File: src/rtl/rdpar_pkg.sv
package rdpar_pkg;
  localparam int BYTE_W = 8;

  // even parity: data bits plus parity bit must hold an even count of ones
  function automatic logic byte_par_err(input logic [BYTE_W-1:0] d, input logic p);
    return (^d) ^ p;
  endfunction

  typedef struct packed {
    logic rd;
    logic strobe;
  } xfer_t;

  function automatic logic is_read_xfer(input xfer_t x);
    return x.rd & x.strobe;
  endfunction
endpackage

File: src/rtl/rdpar_lane_chk.sv
module rdpar_lane_chk
  import rdpar_pkg::*;
#(
  parameter int NB = 8,
  localparam int DW = NB * BYTE_W
) (
  input  logic [DW-1:0] data,
  input  logic [NB-1:0] par,
  input  logic [NB-1:0] be,
  output logic [NB-1:0] lane_err
);
  for (genvar g = 0; g < NB; g++) begin : g_lane
    assign lane_err[g] = be[g] & byte_par_err(data[g*BYTE_W +: BYTE_W], par[g]);
  end
endmodule

File: src/rtl/rdpar_stat_pipe.sv
module rdpar_stat_pipe #(
  parameter int DEPTH = 2
) (
  input  logic clk,
  input  logic rst,
  input  logic err_in,
  output logic stat_n
);
  logic [DEPTH-1:0] sh;

  if (DEPTH == 1) begin : g_one
    always_ff @(posedge clk) begin
      if (rst) sh <= '0;
      else     sh <= err_in;
    end
  end else begin : g_many
    always_ff @(posedge clk) begin
      if (rst) sh <= '0;
      else     sh <= {sh[DEPTH-2:0], err_in};
    end
  end

  assign stat_n = ~sh[DEPTH-1];
endmodule

File: src/rtl/rdpar_mc_cap.sv
module rdpar_mc_cap #(
  parameter int AW = 32,
  parameter int CW = 4
) (
  input  logic          clk,
  input  logic          rst,
  input  logic          err_now,
  input  logic          cap_en,
  input  logic          mce,
  input  logic          clr_valid,
  input  logic          ack,
  input  logic [AW-1:0] addr,
  input  logic [CW-1:0] ctl,
  output logic          cap_hit,
  output logic          req_set,
  output logic          valid_q,
  output logic [AW-1:0] addr_q,
  output logic [CW-1:0] ctl_q,
  output logic          req_q
);
  assign cap_hit = err_now & cap_en & ~valid_q;
  assign req_set = cap_hit & mce;

  always_ff @(posedge clk) begin
    if (rst) begin
      valid_q <= 1'b0;
      req_q   <= 1'b0;
      addr_q  <= '0;
      ctl_q   <= '0;
    end else begin
      if (cap_hit) begin
        valid_q <= 1'b1;
        addr_q  <= addr;
        ctl_q   <= ctl;
      end else if (clr_valid) begin
        valid_q <= 1'b0;
      end
      req_q <= req_set | (req_q & ~ack);
    end
  end
endmodule

File: src/rtl/rdpar_mc_top.sv
module rdpar_mc_top
  import rdpar_pkg::*;
#(
  parameter int NB    = 8,
  parameter int AW    = 32,
  parameter int CW    = 4,
  parameter int LAT   = 2,
  localparam int DW   = NB * BYTE_W
) (
  input  logic          clk,
  input  logic          rst,
  input  logic          xfer_rdy_i,
  input  logic          rd_i,
  input  logic [NB-1:0] be_i,
  input  logic [DW-1:0] data_i,
  input  logic [NB-1:0] par_i,
  input  logic          cap_en_i,
  input  logic [AW-1:0] addr_i,
  input  logic [CW-1:0] ctl_i,
  input  logic          mce_i,
  input  logic          clr_valid_i,
  input  logic          ack_i,
  output logic          pchk_n_o,
  output logic          mc_valid_o,
  output logic [AW-1:0] mc_addr_o,
  output logic [CW-1:0] mc_ctl_o,
  output logic          mc_req_o
);
  logic [NB-1:0] lane_err;
  logic          xfer_now;
  logic          err_now;
  logic          cap_hit;
  logic          req_set;
  xfer_t         xf;

  assign xf       = '{rd: rd_i, strobe: xfer_rdy_i};
  assign xfer_now = is_read_xfer(xf);

  rdpar_lane_chk #(.NB(NB)) u_lane (
    .data     (data_i),
    .par      (par_i),
    .be       (be_i),
    .lane_err (lane_err)
  );

  assign err_now = xfer_now & (|lane_err);

  rdpar_stat_pipe #(.DEPTH(LAT)) u_pipe (
    .clk    (clk),
    .rst    (rst),
    .err_in (err_now),
    .stat_n (pchk_n_o)
  );

  rdpar_mc_cap #(.AW(AW), .CW(CW)) u_cap (
    .clk       (clk),
    .rst       (rst),
    .err_now   (err_now),
    .cap_en    (cap_en_i),
    .mce       (mce_i),
    .clr_valid (clr_valid_i),
    .ack       (ack_i),
    .addr      (addr_i),
    .ctl       (ctl_i),
    .cap_hit   (cap_hit),
    .req_set   (req_set),
    .valid_q   (mc_valid_o),
    .addr_q    (mc_addr_o),
    .ctl_q     (mc_ctl_o),
    .req_q     (mc_req_o)
  );
endmodule

File: config.mk
export PLATFORM = sky130hd
export DESIGN_NAME = rdpar_mc_top
export DESIGN_NICKNAME = d
export VERILOG_FILES = /design/src/rtl/rdpar_pkg.sv /design/src/rtl/rdpar_lane_chk.sv /design/src/rtl/rdpar_stat_pipe.sv /design/src/rtl/rdpar_mc_cap.sv /design/src/rtl/rdpar_mc_top.sv
export SDC_FILE = /design/constraint.sdc
export NUM_CORES = 1
export LEC_CHECK = 0
export ABC_AREA = 0
export ABC_CLOCK_PERIOD_IN_PS = 1970
export BUFFER_PORTS_ARGS = -buffer_cell sky130_fd_sc_hd__buf_2
export CAP_MARGIN = 15
export CELL_PAD_IN_SITES_DETAIL_PLACEMENT = 0
export CELL_PAD_IN_SITES_GLOBAL_PLACEMENT = 2
export CORE_ASPECT_RATIO = 0.5
export CORE_UTILIZATION = 19
export CTS_CLUSTER_SIZE = 28
export DETAILED_ROUTE_END_ITERATION = 12
export PLACE_DENSITY_LB_ADDON = 0.1
export SLEW_MARGIN = 20
export SYNTH_ARGS = -nofsm -noshare
export SYNTH_HDL_FRONTEND = slang
export SYNTH_SLANG_ARGS = --single-unit
export TNS_END_PERCENT = 5
File: constraint.sdc
create_clock -name clk -period 1.97 [get_ports clk]
set_input_delay 0.0985 -clock clk [delete_from_list [all_inputs] [get_ports clk]]
set_output_delay 0.0985 -clock clk [all_outputs]
set_load 0.05 [all_outputs]
# After elaboration in Yosys (flattened, before gate mapping)
# Index checks and enable logic that the tools add are counted.
# totals
out_inout_bits,39
ff_bits,40
inputBits,124
# classes
bitwise_logic,26
mux,2
reduce_logical,10
# ops
op,count
8-bit parity,8
1-bit AND,14
8-bit OR reduction,1
1-bit XOR,8
1-bit inverter,3
1-bit 2-to-1 mux,2
2-bit nonzero test,1
1-bit OR,1

# Depth between registers and ports, before layout
# Gate-level depths: netlist of the first run.
# depth
ltp_word,9
ltp_mapped,8
mapped_depth_nobuf,6

# Modules after synthesis
# From an unflattened synthesis of the first run, not the netlist that was laid out.
# hier_totals
hier_cells,247
area_unflattened_um2,2534.9
# modules_own_cells
mod,cells_each,seq_area_each_um2,instances,area_per_inst_um2
rdpar_mc_cap,166,760.7,1,1696.6
rdpar_lane_chk,72,0.0,1,760.7
rdpar_stat_pipe,5,40.0,1,56.3
rdpar_mc_top,4,0.0,1,21.3

# Least setup slack after synthesis of the first run
# OpenSTA, ideal clock, no wires.
# synth_timing
path_type,input port to flip-flop
start,input port data_i[50]
end,register u_cap.valid_q
n_path_buf,2
cell_stages,8
slack_ps,39
t_arrival_ps,1816
setup_time_ps,115
cell_sequence,xnor2_1 xnor3_1 xnor2_1 a2111oi_2 a31oi_1 buf_4 buf_6 o21a_1
# synth_between
elab_chain_cells,8
elab_cells_between_ends,9
# synth_rtl
item,line_no,text
from (decl),rdpar_mc_top.sv:15,"input logic [DW-1:0] data_i,"
8-bit parity (*),rdpar_pkg.sv:6,return (^d) ^ p;
1-bit XOR (*),rdpar_pkg.sv:6,
1-bit AND (*),rdpar_lane_chk.sv:13,"assign lane_err[g] = be[g] & byte_par_err(data[g*BYTE_W +: BYTE_W], par[g]);"
8-bit OR reduction (*),rdpar_mc_top.sv:46,assign err_now = xfer_now & (|lane_err);
1-bit AND (*),rdpar_mc_top.sv:46,
1-bit AND (*) (2 in a row),rdpar_mc_cap.sv:21,assign cap_hit = err_now & cap_en & ~valid_q;
1-bit 2-to-1 mux or 2-bit nonzero test (tied branches),n/a,
to (signal assigned),rdpar_mc_cap.sv:26,valid_q <= 1'b0;
to (signal assigned),rdpar_mc_cap.sv:32,valid_q <= 1'b1;
to (signal assigned),rdpar_mc_cap.sv:36,valid_q <= 1'b0;
to (decl),rdpar_mc_cap.sv:16,"output logic valid_q,"
# Every way passes the cells marked *; elsewhere a longest branch is shown, timed or not.
# A chain may end at the register's enable or synchronous reset.

# Worst setup path in the final report of the first run
# layout_timing
start,input port data_i[50]
end,register u_cap.addr_q[17]
# layout_between
elab_chain_cells,7
# layout_rtl
item,line_no,text
8-bit parity,rdpar_pkg.sv:6,
1-bit XOR,rdpar_pkg.sv:6,
1-bit AND,rdpar_lane_chk.sv:13,
8-bit OR reduction,rdpar_mc_top.sv:46,
1-bit AND,rdpar_mc_top.sv:46,
1-bit AND (2 in a row),rdpar_mc_cap.sv:21,
to (signal assigned),rdpar_mc_cap.sv:33,addr_q <= addr;
to (decl),rdpar_mc_cap.sv:17,"output logic [AW-1:0] addr_q,"
# Every way passes these cells.

==> results.cfg, run 1 <==
[outcome]
outcome = completed

[floorplanning]
start_util = 0.200
dieArea_um2 = 12300
die_w_um = 156
io_pins = 163
core_area_um2 = 11300
die_h_um = 79.0
rows = 27

[setup_path]
slowest_stage = xnor3_1
worst_path_most_repeated_cell = xnor2_1
startpoint_type = input pin
endpoint_kind = flop
arrival_ps = 1940
path_cells = buf_2 -> xnor2_1 -> xnor3_1 -> xnor2_1 -> a2111oi_2 -> buf_4 -> a31oi_4 -> buf_12 -> mux2i_1
reg2regPathDepth = 4
r2r_slack_ps = 610
r2r-start = u_cap.valid_q$_SDFFE_PP0P_
required_ps = 2140
crit_start = data_i[50]
critPathKind = input pin to flop
r2r-end = u_cap.addr_q[13]$_SDFFE_PP0P_
cp_max_fo = 21
cpPeakStageDelay_ps = 410
setup.worst_path.end = u_cap.addr_q[17]$_SDFFE_PP0P_

[clock_network]
insertion_delay_ps = 280
post-cts-setup-buffer-count = 0
cts_tree = done
cts.repair.resized = 0
cts_root_buf = clkbuf_16
clock-sinks = 40
htreeDepth = 2
ctsHoldBuffers = 0
clkTransAtPathRegs_ps = 60
cts_buffers = 5
cts_buffer_depth = 2

[timing]
worst_clock_skew_ps = 5.22
tightest_slew_ps = 400
min_period_ps = 1770
max-slew-margin-rel = 0.733
rsz0062_at_grt = no
period_share = 0.898
setup_tns_ps = 0
max_freq_mhz = 565
finalHoldViolCount = 0
whs_ps = 44.7
setup_viol = 0
drv_slew = 0

[power_and_ir_drop]
p_switching_uw = 715
power_density_nw_per_um2 = 768
power_frac_seq = 0.325
p_int_uw = 1950
clkPwrFrac = 0.388
comb_power_share = 0.287
vdd_drop_max_mv = 0.349
p_leak_uw = 0.00169
finalPower_uw = 2670
p_sw_frac = 0.268

[detailed_routing]
vias = 2062
ant_nets = 0
initialDrtViolationCount = 71
avgViaCountPerCell = 3.71
routed_wl_mm = 6.13
drt_first_pass_iters = 6
drc = 0
wl_per_cell_um = 11.0

[placed_design]
port_buffers = 162
place.gp.congestion = 0.689
dp_hpwl_mm = 4.83
dp.cells = 549

[grt]
grt-ovfl-total = 0
grt_max_degree = 75
antenna_found_initial = 0
grt_pass1_vias = 2013
grt_use_total = 0.0972
grt_first_pass_wirelength_mm = 9.32

[synthesis]
ys_seq_area_frac = 0.355
syn_area_um2 = 2250
syn-num-nets = 359
ys_seq_elements = 40
ys_warn_count = 0
ys_types = 22
synth_cells = 235
postSynthAreaPerCell_um2 = 9.59

[cells_and_area]
drive_gt1_frac = 0.451
syn2layout_area_growth_pct = 54.1
instances_no_fill = 556
n_antenna_cell = 0
final_common_cell = buf_2
register_area_um2 = 801
fillers = 1248
multiInputGateArea_um2 = 1390
fin_nets = 521
final_cell_mix = 162 x buf_2, 76 x nand2_1, 40 x dfxtp_1

[worst_hold_path]
hold_class = input pin to flop

[flow_run]
max_cap_viol_count = 0
[synthesized netlist by cell type]
cell	count	area share
clkbuf_1	8	0.013
buf_4	1	0.0033
nand2b_1	1	0.0028
buf_6	2	0.010
inv_1	4	0.0067
xor2_1	8	0.031
a311oi_1	1	0.0039
xnor2_1	31	0.12
a31oi_1	1	0.0028
xnor3_1	11	0.11
o21a_1	1	0.0033
buf_2	1	0.0022
dfxtp_1	40	0.36
nand4b_1	1	0.0039
a2111oi_2	1	0.0067
nor3b_1	1	0.0033
a22oi_1	2	0.0067
mux2i_1	39	0.17
nor2b_1	2	0.0055
nand2_1	76	0.13
or2_2	2	0.0055
a31o_1	1	0.0039
[worst min-delay path by stage]
| stage | start | to | cells past startpoint |
|---|---|---|---|
| 3_5_place_dp | mce_i | u_cap.req_q$_SDFF_PP0_ | 2 |
| 2_1_floorplan | rst | u_pipe.sh[1]$_SDFF_PP0_ | 1 |
| 3_3_place_gp | mce_i | u_cap.req_q$_SDFF_PP0_ | 2 |
| 6_report | rst | u_pipe.sh[1]$_SDFF_PP0_ | 2 |
| 5_1_grt | mce_i | u_cap.req_q$_SDFF_PP0_ | 2 |
| 4_1_cts | rst | u_pipe.sh[1]$_SDFF_PP0_ | 2 |
[power by group through the flow]
stage | logic [uW] | registers [uW] | clock network [uW]
5_1_grt | 829 | 872 | 1110
3_5_place_dp | 777 | 885 | 0
4_1_cts | 780 | 868 | 1080
2_1_floorplan | 384 | 1010 | 0
3_3_place_gp | 769 | 885 | 0
6_report | 765 | 867 | 1040
[sequential cells by signal, summed over array words and instances, names as in the netlist]
name and cells:
u_cap.ctl_q 4, u_cap.req_q 1, u_cap.addr_q 32, u_cap.valid_q 1
u_pipe.sh 2
[logic make-up after synthesis]
logic type,share of synthesized area
mux,0.173
flops,0.355
xor+xnor,0.261
simple gates,0.148
buf+inv,0.0355
compound gates,0.0272
[routing by layer]
metal / part of all wire / vias up / global-route usage / wire [um]
met5: 0 / - / 0 / 0
met4: 0.012 / 0 / 0.0353 / 74
met3: 0.082 / 6 / 0.0257 / 504
met2: 0.50 / 85 / 0.180 / 3050
met1: 0.41 / 888 / 0.107 / 2500
li1: - / 1083 / - / -
[through the flow]
stage	util	area, um2	worst slack (ps)
after floorplan	-	2250	39.5
after global placement	0.292	3290	-108
after detailed placement	0.292	3290	-124
after CTS	0.308	3470	176
after global routing	0.308	3470	69.2
final	0.308	3470	202
[critical path, delay by kind of cell]
kind,cells,cell delay (ps)
xor+xnor,3,700
buf+inv,3,500
compound gates,2,480
mux,1,130
[final cells by class]
class | count | area share
clock buffers | 5 | 0.0360
flip-flops and latches | 40 | 0.230
well taps | 159 | 0.0573
clock inverters | 2 | 0.0173
multi-input cells | 179 | 0.400
inverters | 4 | 0.00432
repair buffers | 167 | 0.255
Power figures use the tool's default switching activity.
==> run 2: changes to the inputs <==
- CORE_UTILIZATION: 19 -> 20
- CTS_BUF_LIST: unset -> sky130_fd_sc_hd__clkbuf_4 sky130_fd_sc_hd__clkbuf_8
- PLACE_DENSITY: unset -> 0.78
- PLACE_DENSITY_LB_ADDON: 0.1 -> unset
==> run 2 against run 1 <==
  * The run now ends with design-rule violations left
  * Sequential cell count did not move
  * Via count rose by 0.44%
  * Register-to-register slack barely moved
  * Global-route usage rose by 0.45 points
  * Utilization rose by 1.0 points
  * Total power fell by 14%
  * Cell area fell by 3.2%
  * Die area fell by 4.9%
  * Clock skew fell by 1.4 ps
  * Final cell count fell by 3.2%
  * Combinational power fell by 2%
  * Maximum frequency fell by 0.66%
  * Critical endpoint is now u_cap.addr_q[16]$_SDFFE_PP0P_
==> results.cfg, run 2 (synthesis results as in run 1) <==
[power_and_ir_drop]
power_density_nw_per_um2 = 684
finalPower_uw = 2300
p_leak_uw = 0.00166
vdd_drop_max_mv = 0.244

[outcome]
outcome = complete, but fails checks
violations = design-rule violations

[cells_and_area]
final_common_cell = buf_2
final_cell_mix = 162 x buf_2, 76 x nand2_1, 40 x dfxtp_1
syn2layout_area_growth_pct = 49.2
largest-register = u_cap.addr_q
drive_gt1_frac = 0.452
n_antenna_cell = 0
largest_reg_flops = 32
fillers = 1132
top_regs = u_cap.addr_q x32, u_cap.ctl_q x4, u_pipe.sh x2
fin_nets = 521

[detailed_routing]
drt_first_pass_iters = 9
ant_nets = 0
avgViaCountPerCell = 3.85
routed_wl_mm = 6.02
wl_per_cell_um = 11.2
drc = 9
initialDrtViolationCount = 93
vias = 2071

[clock_network]
post-cts-setup-buffer-count = 0
cts_buffers = 5
cts_buffer_depth = 2
clock-sinks = 40
clkTransAtPathRegs_ps = 80
ctsHoldBuffers = 0
cts_tree = done
cts.repair.resized = 0
htreeDepth = 2
cts_root_buf = clkbuf_8
insertion_delay_ps = 290

[setup_path]
cpPeakStageDelay_ps = 420
required_ps = 2150
r2r-end = u_cap.addr_q[16]$_SDFFE_PP0P_
critPathKind = input pin to flop
reg2regPathDepth = 4
arrival_ps = 1960
startpoint_type = input pin
cp_top_family = XOR/XNOR gates
endpoint_kind = flop
slowest_stage = xnor3_1
r2r-start = u_cap.valid_q$_SDFFE_PP0P_
worst_path_most_repeated_cell = xnor2_1
cp_max_fo = 24
path_cells = buf_2 -> xnor2_1 -> xnor3_1 -> xnor2_1 -> a2111oi_2 -> buf_4 -> a31oi_4 -> buf_12 -> mux2i_1
r2r_slack_ps = 600
critPathBufInv = 3

[timing]
worst_clock_skew_ps = 3.78
drv_slew = 0
max-slew-margin-rel = 0.749
max_freq_mhz = 562
min_period_ps = 1780
tightest_slew_ps = 377
finalHoldViolCount = 0
fin_ws_ps = 190
setup_viol = 0
period_share = 0.904
whs_ps = 23.1
setup_tns_ps = 0
rsz0062_at_grt = no

[worst_hold_path]
holdPathStages = 2
hold_end = u_pipe.sh[0]$_SDFF_PP0_
hold_start = rst
hold_class = input pin to flop

[grt]
grt_use_total = 0.102
grt_first_pass_wirelength_mm = 9.66
grt_pass1_vias = 2009
antenna_found_initial = 0
grt_max_degree = 55
grt-ovfl-total = 0

[floorplanning]
rows = 26
io_pins = 163
dieArea_um2 = 11700
start_util = 0.213
die_w_um = 152
die_h_um = 77.1
core_area_um2 = 10600

[placed_design]
pre_cts_slack_ps = -150
port_buffers = 162
dp_hpwl_mm = 4.86
place.gp.congestion = 0.692

[flow_run]
max_cap_viol_count = 0
-- run 2: cell types whose count changed in the layout (fill, tap and decap cells not counted) --
cell       delta
clkbuf_16     -5
clkbuf_8      +5
buf_12        -1
buf_4         +1
bufinv_16     -1
clkbuf_4      +1
clkinv_2      +1
-- run 2: how the worst max path moves through the flow --
| stage | start | to | slack [ps] | cells after the start |
|---|---|---|---|---|
| final | data_i[50] | u_cap.addr_q[16]$_SDFFE_PP0P_ | 190 | 9 |
| after global routing | data_i[58] | u_cap.addr_q[16]$_SDFFE_PP0P_ | 3 | 9 |
| after global placement | data_i[50] | u_cap.addr_q[8]$_SDFFE_PP0P_ | -90 | 9 |
| after detailed placement | data_i[58] | u_cap.addr_q[16]$_SDFFE_PP0P_ | -150 | 9 |
| after floorplan | data_i[50] | u_cap.valid_q$_SDFFE_PP0P_ | 40 | 8 |
| after CTS | data_i[58] | u_cap.addr_q[8]$_SDFFE_PP0P_ | 160 | 9 |
-- run 2: per-stage QoR --
step	instances	cell area, um2	utilization
6_report	538	3360	0.318
3_3_place_gp	530	3250	0.308
2_1_floorplan	235	2250	-
5_1_grt	538	3360	0.318
4_1_cts	538	3360	0.318
3_5_place_dp	530	3250	0.308
-- run 2: report_power, final --
group	total [uW]	switching [uW]	internal, uW	leakage, uW
clock	685	295	390	0.0000586
combinational	752	377	374	0.00128
sequential	864	17.1	847	0.000325
-- run 2: layer usage --
layer / GRT usage / routed length [um] / vias to the layer above
met5: 0 / 0 / -
met4: 0.0306 / 44 / 0
met3: 0.0220 / 346 / 4
met2: 0.188 / 3090 / 60
met1: 0.118 / 2540 / 926
li1: - / - / 1081
-- run 2: final cells by class --
| type | count | area [um2] | share of cell area |
|---|---|---|---|
| inverters | 4 | 15.0 | 0.00446 |
| clock inverters | 2 | 35.0 | 0.0104 |
| repair buffers | 167 | 873 | 0.260 |
| well taps | 140 | 175 | 0.0521 |
| multi-input cells | 179 | 1390 | 0.413 |
| flip-flops and latches | 40 | 801 | 0.238 |
| clock buffers | 6 | 76.3 | 0.0227 |
==> run 3: changes to the inputs <==
- CTS_CLUSTER_SIZE: 28 -> unset
- HOLD_SLACK_MARGIN: unset -> 0.03
==> run 3 against run 2 <==
  * The flow still finishes with violations (design-rule violations)
  * First-iteration DRC count rose by 1.1%
  * Critical path depth did not move
  * Die area did not move
  * Routed wire length barely moved
  * Sequential power barely moved
  * Via count rose by 0.72%
  * Critical endpoint unchanged
==> results.cfg, run 3 (synthesis results as in run 1) <==
[timing]
tightest_slew_ps = 377
whs_ps = 39.5
max-slew-margin-rel = 0.749
worst_clock_skew_ps = 3.98
drv_slew = 0
period_share = 0.903
min_period_ps = 1780
max_freq_mhz = 562
setup_viol = 0
rsz0062_at_grt = no
finalHoldViolCount = 0
setup_tns_ps = 0

[cells_and_area]
n_antenna_cell = 0
final_common_cell = buf_2
largest-register = u_cap.addr_q
fin_nets = 526
syn2layout_area_growth_pct = 51.4
fillers = 1126
top_regs = u_cap.addr_q x32, u_cap.ctl_q x4, u_pipe.sh x2
largest_reg_flops = 32
final_cell_mix = 162 x buf_2, 76 x nand2_1, 40 x dfxtp_1
drive_gt1_frac = 0.447

[floorplanning]
core_area_um2 = 10600
start_util = 0.213
rows = 26
die_h_um = 77.1
io_pins = 163
dieArea_um2 = 11700
die_w_um = 152

[clock_network]
cts_buffer_depth = 2
post-cts-setup-buffer-count = 0
clkTransAtPathRegs_ps = 80
cts.repair.resized = 0
cts_tree = done
htreeDepth = 2
insertion_delay_ps = 290
cts_root_buf = clkbuf_8
clock-sinks = 40
cts_buffers = 5

[setup_path]
cp_max_fo = 24
slowest_stage = xnor3_1
startpoint_type = input pin
endpoint_kind = flop
required_ps = 2150
cpPeakStageDelay_ps = 420
arrival_ps = 1960
worst_path_most_repeated_cell = xnor2_1
critPathKind = input pin to flop
path_cells = buf_2 -> xnor2_1 -> xnor3_1 -> xnor2_1 -> a2111oi_2 -> buf_4 -> a31oi_4 -> buf_12 -> mux2i_1

[power_and_ir_drop]
power_frac_seq = 0.374
clkPwrFrac = 0.297
comb_power_share = 0.329
finalPower_uw = 2310
p_sw_frac = 0.299
p_switching_uw = 691
p_int_uw = 1620
vdd_drop_max_mv = 0.244
p_leak_uw = 0.00168
power_density_nw_per_um2 = 676

[outcome]
outcome = complete, but fails checks
violations = design-rule violations

[grt]
antenna_found_initial = 0
grt_pass1_vias = 2018
grt_max_degree = 55
grt-ovfl-total = 0
grt_first_pass_wirelength_mm = 9.68
grt_use_total = 0.102

[detailed_routing]
routed_wl_mm = 6.02
wl_per_cell_um = 11.1
drc = 9
vias = 2086
ant_nets = 0
avgViaCountPerCell = 3.84
initialDrtViolationCount = 94
drt_first_pass_iters = 9

[worst_hold_path]
hold_class = input pin to flop

[flow_run]
max_cap_viol_count = 0

[placed_design]
place.gp.congestion = 0.692
dp_hpwl_mm = 4.86
port_buffers = 162
==> run 3: cell types whose count changed in the layout (fill, tap and decap cells not counted), sizes merged <==
cell         before  now
dlygate4sd3       0    5
==> run 3: cell type report <==
cell class | count | area (um2) | area share
well taps | 140 | 175 | 0.0513
clock buffers | 6 | 76.3 | 0.0224
flip-flops and latches | 40 | 801 | 0.235
multi-input cells | 179 | 1390 | 0.407
clock inverters | 2 | 35.0 | 0.0103
repair buffers | 172 | 923 | 0.270
inverters | 4 | 15.0 | 0.00440
==> run 3: stage by stage <==
stage | cell area, um2 | instances | worst slack (ps) | util
2_1_floorplan | 2250 | 235 | 39.5 | -
3_3_place_gp | 3250 | 530 | -90.5 | 0.308
3_5_place_dp | 3250 | 530 | -150 | 0.308
4_1_cts | 3400 | 542 | 157 | 0.322
5_1_grt | 3410 | 543 | 2.59 | 0.323
6_report | 3410 | 543 | 190 | 0.323
==> run 3: worst max-delay path, delay by kind of cell <==
kind,cells,cell delay (ps)
XOR/XNOR,3,710
multiplexers,1,130
AO/OA/AOI/OAI,2,490
buffers and inverters,3,510
==> run 3: what timing repair did <==
item	CTS	global route
endpoints found under the setup margin	0	0
hold endpoints to repair	5	1
hold buffers	4	1
==> run 3: path summary, 6_finish.rpt <==
path | cells after the start | slack, ps | endpoint | start
worst max-delay path | 9 | 190 | u_cap.addr_q[16]$_SDFFE_PP0P_ | data_i[50]
worst min-delay path | 3 | 40 | u_cap.addr_q[2]$_SDFFE_PP0P_ | addr_i[2]
worst max register to register | 4 | 600 | u_cap.addr_q[16]$_SDFFE_PP0P_ | u_cap.valid_q$_SDFFE_PP0P_
worst min register to register | 1 | 450 | u_pipe.sh[1]$_SDFF_PP0_ | u_pipe.sh[0]$_SDFF_PP0_
==> run 3: metal layers <==
metal  GRT usage  wire, um
met1       0.119      2550
met2       0.188      3090
met3      0.0209       332
met4      0.0306        44
met5           0         0
==> run 3: power by group through the flow <==
stage / Combinational (uW) / Sequential, uW / Clock, uW
2_1_floorplan: 384 / 1010 / 0
3_3_place_gp: 758 / 884 / 0
3_5_place_dp: 764 / 883 / 0
4_1_cts: 773 / 864 / 723
5_1_grt: 822 / 870 / 757
6_report: 759 / 864 / 685
